<file path="config.mk">
export PLATFORM = sky130hd
export DESIGN_NAME = autopoll_ctrl
export DESIGN_NICKNAME = d
export VERILOG_FILES = /design/src/rtl/autopoll_pkg.sv /design/src/rtl/ap_window_lut.sv /design/src/rtl/ap_pulse_meter.sv /design/src/rtl/ap_sleep_timer.sv /design/src/rtl/autopoll_ctrl.sv
export SDC_FILE = /design/constraint.sdc
export NUM_CORES = 1
export LEC_CHECK = 0
export BUFFER_PORTS_ARGS = -buffer_cell sky130_fd_sc_hd__buf_2
export CELL_PAD_IN_SITES_DETAIL_PLACEMENT = 0
export CELL_PAD_IN_SITES_GLOBAL_PLACEMENT = 1
export CORE_MARGIN = 2
export CORE_UTILIZATION = 43
export DETAILED_ROUTE_END_ITERATION = 10
export GPL_TIMING_DRIVEN = 0
export PLACE_DENSITY = 0.8
export SETUP_SLACK_MARGIN = 0.02
export SLEW_MARGIN = 20
export SYNTH_ARGS = -nofsm -noshare
export SYNTH_HDL_FRONTEND = slang
export SYNTH_SLANG_ARGS = --single-unit
export TNS_END_PERCENT = 30
</file>
<file path="constraint.sdc">
create_clock -name clk -period 2.25 [get_ports clk]
set_clock_uncertainty 0.2 [all_clocks]
set_input_delay 0.225 -clock clk [delete_from_list [all_inputs] [get_ports clk]]
set_output_delay 0.225 -clock clk [all_outputs]
set_load 0.005 [all_outputs]
</file>
<file path="src/rtl/autopoll_pkg.sv">
package autopoll_pkg;

    typedef enum logic [1:0] {
        ST_SLEEP = 2'b00,
        ST_POLL  = 2'b01,
        ST_RECV  = 2'b10
    } ap_state_e;

    localparam int WIN_BASE_MAX = 570;
    localparam int BAD_LIMIT    = 4;
    localparam int RUN_W        = 4;

    typedef struct packed {
        ap_state_e          st;
        logic [RUN_W-1:0]   vrun;
        logic [2:0]         bad;
    } ap_regs_t;

    function automatic logic [9:0] base_window(input logic [2:0] code);
        case (code)
            3'd0:    return 10'd570;
            3'd1:    return 10'd532;
            3'd2:    return 10'd494;
            3'd3:    return 10'd457;
            3'd4:    return 10'd419;
            3'd5:    return 10'd381;
            3'd6:    return 10'd343;
            default: return 10'd305;
        endcase
    endfunction

endpackage

</file>
<file path="src/rtl/ap_window_lut.sv">
module ap_window_lut
    import autopoll_pkg::*;
#(
    parameter int WW = 10
) (
    input  logic [2:0]    win_code,
    input  logic [1:0]    bw_code,
    output logic [WW-1:0] window
);
    logic [10:0] base_ext;
    logic [10:0] half;
    logic [10:0] sum;

    always_comb begin
        base_ext = {1'b0, base_window(win_code)};
        half     = (11'd1 << bw_code) >> 1;
        sum      = (base_ext + half) >> bw_code;
        window   = WW'(sum);
    end

    always_comb begin
        a_r4_window_range: assert (sum <= 11'(WIN_BASE_MAX) && sum >= 11'd38);
    end
endmodule

</file>
<file path="src/rtl/ap_pulse_meter.sv">
module ap_pulse_meter #(
    parameter int CW  = 10,
    parameter int CAP = 571
) (
    input  logic          clk,
    input  logic          rst_n,
    input  logic          clear,
    input  logic          tick,
    input  logic          data_in,
    output logic          data_q,
    output logic          judge,
    output logic [CW-1:0] width
);
    typedef struct packed {
        logic          data;
        logic          armed;
        logic [CW-1:0] cnt;
    } meter_t;

    meter_t s_d, s_q;
    logic   edge_seen;

    always_comb begin
        s_d       = s_q;
        edge_seen = (data_in != s_q.data);
        s_d.data  = data_in;
        if (clear) begin
            s_d.cnt   = '0;
            s_d.armed = 1'b0;
        end else if (edge_seen) begin
            s_d.cnt   = tick ? CW'(1) : '0;
            s_d.armed = 1'b1;
        end else if (tick && s_q.cnt < CW'(CAP)) begin
            s_d.cnt = s_q.cnt + CW'(1);
        end
    end

    always_ff @(posedge clk or negedge rst_n) begin
        if (!rst_n) s_q <= '0;
        else        s_q <= s_d;
    end

    assign data_q = s_q.data;
    assign judge  = edge_seen && s_q.armed && !clear;
    assign width  = s_q.cnt;

    a_r10_width_saturates: assert property (@(posedge clk) disable iff (!rst_n)
        s_q.cnt <= CW'(CAP));
    a_r11_unarmed_after_clear: assert property (@(posedge clk) disable iff (!rst_n)
        clear |=> !s_q.armed);
endmodule

</file>
<file path="src/rtl/ap_sleep_timer.sv">
module ap_sleep_timer #(
    parameter int UNIT = 10000,
    parameter int SCW  = 21
) (
    input  logic       clk,
    input  logic       rst_n,
    input  logic       run,
    input  logic       tick,
    input  logic [2:0] code,
    output logic       expire
);
    logic [SCW-1:0] cnt_d, cnt_q;
    logic [SCW-1:0] limit;

    always_comb begin
        limit  = SCW'(UNIT) << code;
        expire = run && tick && (cnt_q == limit - SCW'(1));
        cnt_d  = cnt_q;
        if (!run)        cnt_d = '0;
        else if (expire) cnt_d = '0;
        else if (tick)   cnt_d = cnt_q + SCW'(1);
    end

    always_ff @(posedge clk or negedge rst_n) begin
        if (!rst_n) cnt_q <= '0;
        else        cnt_q <= cnt_d;
    end
endmodule

</file>
<file path="src/rtl/autopoll_ctrl.sv">
module autopoll_ctrl
    import autopoll_pkg::*;
#(
    parameter int SLEEP_UNIT_TICKS = 10000
) (
    input  logic       clk,
    input  logic       rst_n,
    input  logic       tick_us,
    input  logic       data_raw,
    input  logic       cfg_wr,
    input  logic       cfg_poll_en,
    input  logic [2:0] cfg_sleep_code,
    input  logic [2:0] cfg_win_code,
    input  logic [1:0] cfg_bw_code,
    input  logic [1:0] cfg_valid_code,
    output logic       rx_pwr_en,
    output logic       data_out,
    output logic [1:0] state_o
);
    localparam int WCAP = WIN_BASE_MAX + 1;
    localparam int CW   = $clog2(WCAP + 1);
    localparam int SCW  = $clog2(SLEEP_UNIT_TICKS * 128 + 1);

    ap_regs_t         r_d, r_q;
    logic [CW-1:0]    window;
    logic [CW-1:0]    m_width;
    logic             m_judge;
    logic             m_data;
    logic             pulse_ok;
    logic             sleep_done;
    logic [RUN_W-1:0] need;
    logic [RUN_W-1:0] vrun_inc;

    ap_window_lut #(.WW(CW)) u_lut (
        .win_code (cfg_win_code),
        .bw_code  (cfg_bw_code),
        .window   (window)
    );

    ap_pulse_meter #(.CW(CW), .CAP(WCAP)) u_meter (
        .clk     (clk),
        .rst_n   (rst_n),
        .clear   (r_q.st != ST_POLL),
        .tick    (tick_us),
        .data_in (data_raw),
        .data_q  (m_data),
        .judge   (m_judge),
        .width   (m_width)
    );

    ap_sleep_timer #(.UNIT(SLEEP_UNIT_TICKS), .SCW(SCW)) u_sleep (
        .clk    (clk),
        .rst_n  (rst_n),
        .run    (r_q.st == ST_SLEEP && !cfg_wr),
        .tick   (tick_us),
        .code   (cfg_sleep_code),
        .expire (sleep_done)
    );

    always_comb begin
        need     = (cfg_valid_code == 2'd0) ? '0 : (RUN_W'(1) << cfg_valid_code);
        pulse_ok = m_width > window;
        vrun_inc = r_q.vrun + RUN_W'(1);
        r_d      = r_q;
        case (r_q.st)
            ST_SLEEP: begin
                if (sleep_done) begin
                    r_d.st   = ST_POLL;
                    r_d.vrun = '0;
                    r_d.bad  = '0;
                end
            end
            ST_POLL: begin
                if (need == '0) begin
                    r_d.st = ST_RECV;
                end else if (m_judge) begin
                    if (pulse_ok) begin
                        r_d.bad = '0;
                        if (vrun_inc >= need) begin
                            r_d.st   = ST_RECV;
                            r_d.vrun = '0;
                        end else begin
                            r_d.vrun = vrun_inc;
                        end
                    end else begin
                        r_d.vrun = '0;
                        if (r_q.bad == 3'(BAD_LIMIT - 1)) begin
                            r_d.st  = ST_SLEEP;
                            r_d.bad = '0;
                        end else begin
                            r_d.bad = r_q.bad + 3'd1;
                        end
                    end
                end
            end
            default: r_d.st = ST_RECV;
        endcase
        if (cfg_wr) begin
            r_d.st   = cfg_poll_en ? ST_SLEEP : ST_RECV;
            r_d.vrun = '0;
            r_d.bad  = '0;
        end
    end

    always_ff @(posedge clk or negedge rst_n) begin
        if (!rst_n) begin
            r_q.st   <= ST_RECV;
            r_q.vrun <= '0;
            r_q.bad  <= '0;
        end else begin
            r_q <= r_d;
        end
    end

    assign rx_pwr_en = (r_q.st != ST_SLEEP);
    assign data_out  = (r_q.st == ST_RECV) && m_data;
    assign state_o   = r_q.st;

    a_r7_bad_run_sleeps: assert property (@(posedge clk) disable iff (!rst_n)
        (r_q.st == ST_POLL && !cfg_wr && need != '0 && m_judge && !pulse_ok
         && r_q.bad == 3'(BAD_LIMIT - 1)) |=> state_o == 2'b00);
    a_r5_release_on_run: assert property (@(posedge clk) disable iff (!rst_n)
        (r_q.st == ST_POLL && !cfg_wr && m_judge && pulse_ok && vrun_inc >= need)
        |=> state_o == 2'b10);
    a_r8_runs_exclusive: assert property (@(posedge clk) disable iff (!rst_n)
        !(r_q.vrun != '0 && r_q.bad != '0));
    a_r9_receive_latched: assert property (@(posedge clk) disable iff (!rst_n)
        (state_o == 2'b10 && !cfg_wr) |=> state_o == 2'b10);
    a_r3_sleep_exits_to_poll: assert property (@(posedge clk) disable iff (!rst_n)
        (state_o == 2'b00 && !cfg_wr) |=> state_o != 2'b10);
    a_r6_quiet_when_off: assert property (@(posedge clk) disable iff (!rst_n)
        !rx_pwr_en |-> !data_out);
endmodule

</file>
# After elaboration in Yosys (flattened, before gate mapping)
# Cells that the tools add are included.
[word_totals]
ff_bits = 42
input_bits = 16
[op_classes]
addsub = 6
magnitude_cmp = 3
eq_ne = 19
n_shift = 4
muxes = 23
n_reduce_logical = 19
[op_table]
columns = ["op", "count"]
rows = [
  ["$pmux 10 s7", 1],
  ["$mux 21", 3],
  ["$mux 9", 4],
  ["$add 21x1->21 const B", 1],
  ["$eq 21x21->1", 1],
  ["$shl 14x3->21 const A", 1],
  ["$sub 21x1->21 const B", 1],
  ["$mux 10", 2],
  ["$pmux 7 s2", 1],
  ["$ne 3x3->1 const B", 4],
  ["$add 10x10->11", 1],
  ["$mux 11", 1],
  ["$shl 1x2->11 const A", 1],
  ["$shr 11x2->10", 1],
  ["$add 10x1->10 const B", 1],
  ["$gt 10x10->1", 1],
  ["$lt 10x10->1 const B", 1],
  ["$ne 5x5->1 const B", 2],
  ["$eq 3x2->1 const B", 3],
  ["$eq 3x3->1 const B", 3],
  ["$mux 2", 4],
  ["$mux 4", 2],
  ["$reduce_and 4->1", 2],
  ["$logic_and 1x1->1", 7],
  ["other kinds (20)", 25],
]

# Longest topological paths before layout
# Gate-level depths: netlist of run 1.
[depth]
word_depth = 10
depth_mapped = 21
ltp_nobuf = 19

# Cells and area by module
# Synthesis of run 1 repeated with hierarchy kept, for this count alone.
[hier_totals]
cells_unflattened = 495
hier_area_um2 = 4124.0
[by_module_without_submodules]
columns = ["mod", "n_inst", "cells_per_inst", "area_per_inst_um2"]
rows = [
  ["ap_sleep_timer", 1, 227, 1914.3],
  ["autopoll_ctrl", 1, 102, 892.1],
  ["ap_pulse_meter", 1, 73, 681.9],
  ["ap_window_lut", 1, 93, 635.6],
]

# Worst setup path before layout of run 1
# Ideal clock, no wire load.
[synth_timing]
path_kind = "in2reg"
from = "in cfg_bw_code[0]"
to = "reg r_q[5] (netlist bit)"
arrival_time_ps = 4201
required_time_ps = 1972
setup_slack_ps = -2228
cell_stages = 19
n_path_buf = 2
cell_sequence = "clkbuf_1 buf_1 nor2b_1 fa_1 a21oi_1 nand2_1 a21o_1 a22oi_1 a21oi_1 a311o_1 mux2_2 ha_1 a21o_1 a21o_1 a21oi_1 o211ai_1 nand2_1 or3_1 o2bb2ai_1"
[synth_via]
elab_chain_len = 9
[synth_rtl]
columns = ["element", "line_no", "rtl"]
rows = [
  ["start, declared", "autopoll_ctrl.sv:14", "input logic [1:0] cfg_bw_code,"],
  ["$shl 1x2->11", "ap_window_lut.sv:16", "half = (11'd1 << bw_code) >> 1;"],
  ["$add 10x10->11", "ap_window_lut.sv:17", "sum = (base_ext + half) >> bw_code;"],
  ["$shr 11x2->10 (*)", "ap_window_lut.sv:17", ""],
  ["$gt 10x10->1 (*)", "autopoll_ctrl.sv:62", "pulse_ok = m_width > window;"],
  ["$mux 9 (*)", "autopoll_ctrl.sv:77", "if (pulse_ok) begin"],
  ["$mux 9 (*)", "autopoll_ctrl.sv:76", "end else if (m_judge) begin"],
  ["$mux 7 (*)", "autopoll_ctrl.sv:74", "if (need == '0) begin"],
  ["$pmux 7 s2 (*)", "autopoll_ctrl.sv:65", "case (r_q.st)"],
  ["$mux 9 (*)", "autopoll_ctrl.sv:98", "if (cfg_wr) begin"],
  ["end signal, assigned", "autopoll_ctrl.sv:111", "r_q <= r_d;"],
  ["end, declared", "autopoll_ctrl.sv:24", "ap_regs_t r_d, r_q;"],
]
# Every way passes the cells marked *; elsewhere a longest branch is shown, timed or not. The select of a mux whose other input is x is not followed.
# A chain may end at the register's enable or synchronous reset.

# Worst setup path after layout of run 1
[layout_timing]
from = "in cfg_win_code[1]"
to = "reg r_q (netlist bit state_o[1])"
[layout_via]
elab_chain_len = 10
word_cells_on_any_way = 19
cone_classes = "add/sub (1); order compare (1); eq/ne (8); shift (1); mux (6); reduce/logical (2)"
[layout_rtl]
columns = ["element", "line_no", "rtl"]
rows = [
  ["start, declared", "autopoll_ctrl.sv:13", "input logic [2:0] cfg_win_code,"],
  ["$eq 3x3->1, or another cell as far along", "autopoll_pkg.sv:20", "case (code)"],
  ["$pmux 10 s7 (*)", "autopoll_pkg.sv:20", ""],
  ["$add 10x10->11 (*)", "ap_window_lut.sv:17", ""],
  ["$shr 11x2->10 (*)", "ap_window_lut.sv:17", ""],
  ["$gt 10x10->1 (*)", "autopoll_ctrl.sv:62", ""],
  ["$mux 9", "autopoll_ctrl.sv:77", ""],
  ["$mux 9", "autopoll_ctrl.sv:76", ""],
  ["$mux 2", "autopoll_ctrl.sv:74", ""],
  ["$pmux 2 s2", "autopoll_ctrl.sv:65", ""],
  ["$mux 9", "autopoll_ctrl.sv:98", ""],
]
# Marked as above.

==> results of run 1 <==
==> logic make-up (layout without fill, tap and decap cells) <==
family,after synthesis,count (layout),synth area share [%]
muxes,15,15,4.45
and+or+nand+nor,183,183,25.2
DFF,42,42,28.6
AOI/OAI and AO/OA,82,82,15.2
buffers and inverters,37,99,4.75
adders and majority gates,26,26,9.03
xor gates and xnor gates,53,53,12.8
==> worst paths after layout <==
path | end | slack, ns
setup / recovery | state_o[1] | -1.73
hold / removal | u_sleep.cnt_q[1] | 0.02
setup reg to reg | r_q[5] | -0.36
hold reg to reg | r_q[2] | 0.29
max in group asynchronous | u_sleep.cnt_q[5] | 0.80
min in group asynchronous | u_sleep.cnt_q[16] | 0.40
==> sequential cells by signal, summed over array words and instances, names as in the netlist <==
signal and count:
r_q 7, u_meter.width 10, u_sleep.cnt_q 21, u_meter.data_q 1, state_o 2, u_meter.s_q 1
==> per-layer routing <==
layer,GRT usage [%],up-vias,wire length (um)
met5,0,-,0
met4,4.58,0,76
met3,3.49,6,315
met2,31.7,48,4130
met1,28.8,1600,4510
li1,-,1654,-
==> worst max-delay path: cells and delay by family <==
family	cells	cell delay [ns]
AND/OR/NAND/NOR	4	0.36
buffers and inverters	3	0.42
AO/OA/AOI/OAI	10	1.73
adder cells (fa/ha/maj)	3	0.80
multiplexers	2	0.47
==> cells in the final DEF, fill, tap and decap left out, types with 4 or more instances in the layout <==
cell / netlist / final
a21o_1: 8 / 8
a21oi_1: 18 / 13
a21oi_2: 1 / 4
a31oi_1: 7 / 7
and2_1: 6 / 6
buf_2: 8 / 16
buf_4: 3 / 36
buf_6: 2 / 13
clkbuf_1: 7 / 4
clkbuf_8: 0 / 7
dfrtp_1: 41 / 40
ha_1: 25 / 18
ha_4: 0 / 6
inv_1: 14 / 11
mux2i_1: 10 / 9
nand2_1: 38 / 31
nand2_2: 0 / 4
nand2b_1: 6 / 6
nand3_1: 12 / 11
nand4_1: 10 / 10
nor2_1: 58 / 55
nor2b_1: 11 / 10
nor3_1: 15 / 14
o21ai_0: 19 / 16
o21ai_1: 2 / 4
or2_2: 5 / 5
xnor2_1: 28 / 25
xor2_1: 24 / 23
==> layout make-up <==
class,instances,area [sq um],share of cell area (%)
multi-input combinational,359,2740,57.9
sequential,42,1050,22.3
timing repair buffer,55,427,9.01
buffer,21,204,4.31
tap,105,131,2.77
clock buffer,6,72.6,1.53
inverter,15,67.6,1.43
clock inverter,2,37.5,0.793
==> what timing repair did <==
action / in CTS / in global routing
hold buffers: 3 / 0
pin swaps: 27 / 31
endpoints found under the hold margin: 43 / 0
setup buffers: 28 / 8
gates resized for setup: 58 / 32
setup endpoints to repair: 34 / 34
cloned: 1 / 0
==> stage by stage <==
| stage | hold slack, ns | utilization [%] | setup slack, ns | area [sq um] | cells |
|---|---|---|---|---|---|
| floorplan | -0.271 | - | -1.77 | 3750 | 438 |
| global placement | 0.177 | 48.0 | -2.39 | 3960 | 559 |
| detailed placement | 0.177 | 48.0 | -2.43 | 3960 | 559 |
| CTS | 0.0137 | 55.1 | -1.62 | 4550 | 599 |
| global route | 0.0276 | 57.3 | -1.87 | 4730 | 605 |
| finish | 0.0204 | 57.3 | -1.73 | 4730 | 605 |
==> power by group <==
part           internal [mW]  switching [mW]
Clock                  0.332           0.286
Sequential             0.761         0.00701
Combinational          0.266           0.288
Total                   1.36           0.581
==> results.yml, run 1 <==
placed_design:
  place_hpwl_mm: 6.19
  port_buffers: 16
  gp_congestion: 0.828
worst_setup_path:
  crit_required_ns: 2.28
  critPathCaptureType: "flip-flop"
  ff2ff_path_depth: 8
  critPathMaxFanout: 5
  arrival_ns: 4.01
  r2r_start: "r_q[3]"
  startpoint: "cfg_win_code[1]"
  slowest_delay_ns: 0.38
  start_kind: "input port"
  crit_top_cell: "a21o_1"
  cp_cell_sequence: "clkbuf_16 -> clkbuf_16 -> nand2_4 -> nand2_4 -> ha_4 -> fa_2 -> a21oi_4 -> nand2_2 -> a21o_1 -> a22oi_2 -> a21oi_1 -> a311o_1 -> mux2_4 -> ha_4 -> a21o_1 -> a21o_1 -> a21oi_2 -> o211ai_1 -> nand2_2 -> buf_6 -> mux2i_4 -> o211a_1"
  crit_slowest_cell: "fa_2"
  critPathKind: "in2reg"
clock_tree:
  cts.sinks: 42
  cts_tree: "yes"
  clkLatencyLatePin_ns: 0.30
  cts_made_buffers: 5
  clkTransAtPathRegs_ns: 0.09
  root_buffer: "clkbuf_8"
  ctsHtreeMaxLevel: 2
  cts_max_path_buffers: 2
layout:
  fillers: 746
  layout.nets: 541
  syn_to_final_growth_pct: 28.5
  diodes: 0
  drive_gt1_share_pct: 28.6
synthesis:
  yosysUniqueCellTypes: 64
  ys_async_sr_fraction_pct: 100
  ys_ff_latch: 42
  syn_area_sq_mm: 0.00368
  synth_top_area_share_pct: 27.8
  yosysMostFrequentCell: "nor2_1"
  ys.flop_type: "dfrtp_1"
  synth_area_per_cell_sq_um: 8.41
  syn_nets: 480
  synth_edf_count: 0
  synthTopCellsByArea: "dfrtp_1 28%, ha_1 8.5%, xnor2_1 6.7%, nor2_1 5.9%, xor2_1 5.7%"
  yosys.area.top_type: "dfrtp_1"
  yosysSeqAreaShare_pct: 28.6
  synthTopCellsByCount: "58 x nor2_1, 41 x dfrtp_1, 38 x nand2_1"
  ys_warn_count: 0
  synthCells: 438
route:
  wl_per_cell_um: 14.9
  viasPerCell: 5.47
  first_pass_iters: 4
  drt_iter0_drc: 116
  postRouteAntennaNets: 0
  vias: 3308
  drc: 0
  wl_mm: 9.03
sta:
  max_freq_mhz: 251
  rsz0062_at_grt: "true"
  tns_ns: -17.34
  setup_slack_ns: -1.73
  hold_violations: 0
  finalSetupViolations: 30
  worst_pin_slew_ns: 0.943
  min_period_ns: 3.98
  period_share_pct: 177
  slew-limit-headroom_pct: 37.1
  drv_slew: 0
global_route:
  grt_util_all_layers_pct: 20.1
  antenna_found_initial: 0
  grt_overflow: 0
  grt_start_max_net_pins: 43
  grt_pass1_vias: 3064
  grt_pass1_wl_mm: 14.5
power_and_ir_drop:
  finalPower_mw: 1.94
  p_leak_nw: 2.04
  peakVddDrop_v: 0.000269
  power_density_mw_per_mm2: 410
die:
  rows: 33
  die_w_um: 96.6
  pin_count: 20
  die_y_um: 96.6
  start_util_pct: 44.6
  die_area_sq_mm: 0.00933
  core-area_sq_mm: 0.00826
run_status:
  status: "finished with violations"
  violations: "negative setup slack"
hold_path:
  min_path_cells: 3
  hp-class: "in2reg"
  min-delay-start: "tick_us"
run:
  cap_violations: 0
Note: power is estimated with default switching activity, not from simulation.
==> run 2: changes to the inputs <==
--- a/config.mk
+++ b/config.mk
@@ -6,13 +6,11 @@
 export NUM_CORES = 1
 export LEC_CHECK = 0
 export BUFFER_PORTS_ARGS = -buffer_cell sky130_fd_sc_hd__buf_2
-export CELL_PAD_IN_SITES_DETAIL_PLACEMENT = 0
-export CELL_PAD_IN_SITES_GLOBAL_PLACEMENT = 1
 export CORE_MARGIN = 2
 export CORE_UTILIZATION = 43
 export DETAILED_ROUTE_END_ITERATION = 10
 export GPL_TIMING_DRIVEN = 0
-export PLACE_DENSITY = 0.8
+export PLACE_DENSITY = 0.65
 export SETUP_SLACK_MARGIN = 0.02
 export SLEW_MARGIN = 20
 export SYNTH_ARGS = -nofsm -noshare
==> results.yml, run 2 (same netlist as run 1, synthesis figures left out) <==
clock_tree:
  cts_made_buffers: 5
  ctsHtreeMaxLevel: 2
  cts.sinks: 42
  cts_max_path_buffers: 2
  cts_tree: "yes"
  clkLatencyLatePin_ns: 0.31
  root_buffer: "clkbuf_8"
  clkTransAtPathRegs_ns: 0.09
die:
  die_y_um: 96.6
  die_area_sq_mm: 0.00933
  pin_count: 20
  rows: 33
  core-area_sq_mm: 0.00826
  die_w_um: 96.6
  start_util_pct: 44.6
layout:
  largest_register_ffs: 21
  layout_commonest_cell: "nor2_1"
  layout.nets: 545
  diodes: 0
  final_cell_mix: "57 x nor2_1, 40 x dfrtp_1, 37 x buf_4, 32 x nand2_1, 26 x xnor2_1"
  drive_gt1_share_pct: 28.6
  regArea_sq_mm: 0.00105
  post-route-util_pct: 57.9
  fillers: 716
  regMostFlops: "u_sleep.cnt_q"
  multi_input_area_sq_mm: 0.00274
  syn_to_final_growth_pct: 29.8
worst_setup_path:
  critPathKind: "in2reg"
  critPathMaxFanout: 6
  start_kind: "input port"
  arrival_ns: 4.00
  crit_required_ns: 2.29
  critPathCaptureType: "flip-flop"
global_route:
  grt_util_all_layers_pct: 19.1
  grt_start_max_net_pins: 43
  grt_pass1_wl_mm: 14.0
  grt_overflow: 0
  grt_pass1_vias: 3051
  antenna_found_initial: 0
sta:
  min_period_ns: 3.96
  tns_ns: -19.44
  setup_slack_ns: -1.71
  max_freq_mhz: 253
  hold_violations: 0
  drv_slew: 0
  finalSetupViolations: 30
  hold_slack_ns: 0.0210
  worst_pin_slew_ns: 0.560
  slew-limit-headroom_pct: 62.5
  period_share_pct: 176
  rsz0062_at_grt: "true"
run_status:
  violations: "negative setup slack"
  status: "finished with violations"
power_and_ir_drop:
  power_density_mw_per_mm2: 390
  peakVddDrop_v: 0.000284
  p_leak_nw: 2.05
placed_design:
  gp_congestion: 0.862
  place_hpwl_mm: 5.96
  port_buffers: 16
  dpl_worst_slack_ns: -2.38
route:
  wl_mm: 9.07
  viasPerCell: 5.52
  postRouteAntennaNets: 0
  drc: 0
  drt_iter0_drc: 164
  wl_per_cell_um: 14.9
  first_pass_iters: 4
  vias: 3362
run:
  cap_violations: 0
hold_path:
  hp-class: "in2reg"
[run 2: cell count changes in the layout (fill, tap and decap cells not counted), sizes merged]
cell / previous run / this run
buf: 66 / 68
bufinv: 1 / 0
clkinvlp: 2 / 3
dlygate4sd3: 3 / 4
inv: 14 / 15
[run 2: final cells by class]
class | instances | area share [%]
clock buffers | 5 | 1.44
flip-flops and latches | 42 | 22.0
clock inverters | 3 | 0.497
multi-input cells | 359 | 57.2
inverters | 15 | 1.57
well taps | 105 | 2.75
plain buffers | 22 | 4.76
repair buffers | 58 | 9.78
[run 2: what timing repair did]
item,in CTS,in global routing
cloned,0,1
endpoints found under the hold margin,43,0
setup buffers,17,20
hold buffers,4,0
gates resized for setup,34,60
endpoints found under the setup margin,33,34
pin swaps,23,32
[run 2: worst paths after layout]
kind                            startpoint          endpoint  slack [ns]  cells after the start
setup / recovery           cfg_win_code[1]            r_q[5]       -1.71                     21
hold / removal                     tick_us  u_sleep.cnt_q[1]        0.02                      3
setup reg to reg                    r_q[3]            r_q[5]       -0.31                      8
hold reg to reg                     r_q[2]            r_q[2]        0.31                      1
max in group asynchronous            rst_n        state_o[1]        1.18                      3
min in group asynchronous            rst_n  u_meter.width[5]        0.13                      2
[run 2: where the power goes]
part | switching [mW] | internal [mW] | total [mW] | leakage (nW)
clock | 0.287 | 0.222 | 0.509 | 0.0408
sequential | 0.00855 | 0.762 | 0.770 | 0.579
combinational | 0.299 | 0.290 | 0.588 | 1.43
[run 2: through the flow]
stage / std cells / cell area, sq um / power [mW]
final: 609 / 4780 / 1.87
after global routing: 609 / 4780 / 1.97
after CTS: 588 / 4380 / 1.78
after detailed placement: 559 / 3960 / 1.20
after global placement: 559 / 3960 / 1.19
after floorplan: 438 / 3750 / 1.09
[run 2: layer usage]
layer / wire (um) / share of wire, % / GRT usage (%) / vias up
li1: - / - / - / 1660
met1: 4280 / 47 / 26.6 / 1613
met2: 4260 / 47 / 30.8 / 73
met3: 378 / 4.2 / 3.03 / 16
met4: 151 / 1.7 / 5.52 / 0
met5: 0 / 0 / 0 / -
[run 2: worst max-delay path: stages]
cell and delay [ns]:
clkbuf_16 0.12, clkbuf_16 0.14, nand2_4 0.06, nand2_4 0.05, ha_4 0.17, fa_2 0.39
a21oi_4 0.22, nor2_1 0.10, a21o_1 0.19, a22oi_2 0.13, a21oi_2 0.07, a311o_1 0.30
mux2_4 0.29, ha_4 0.27, a21o_1 0.10, a21o_1 0.13, a21oi_2 0.06, o211ai_1 0.34
nand2_2 0.18, or3_1 0.35, o2bb2ai_2 0.12
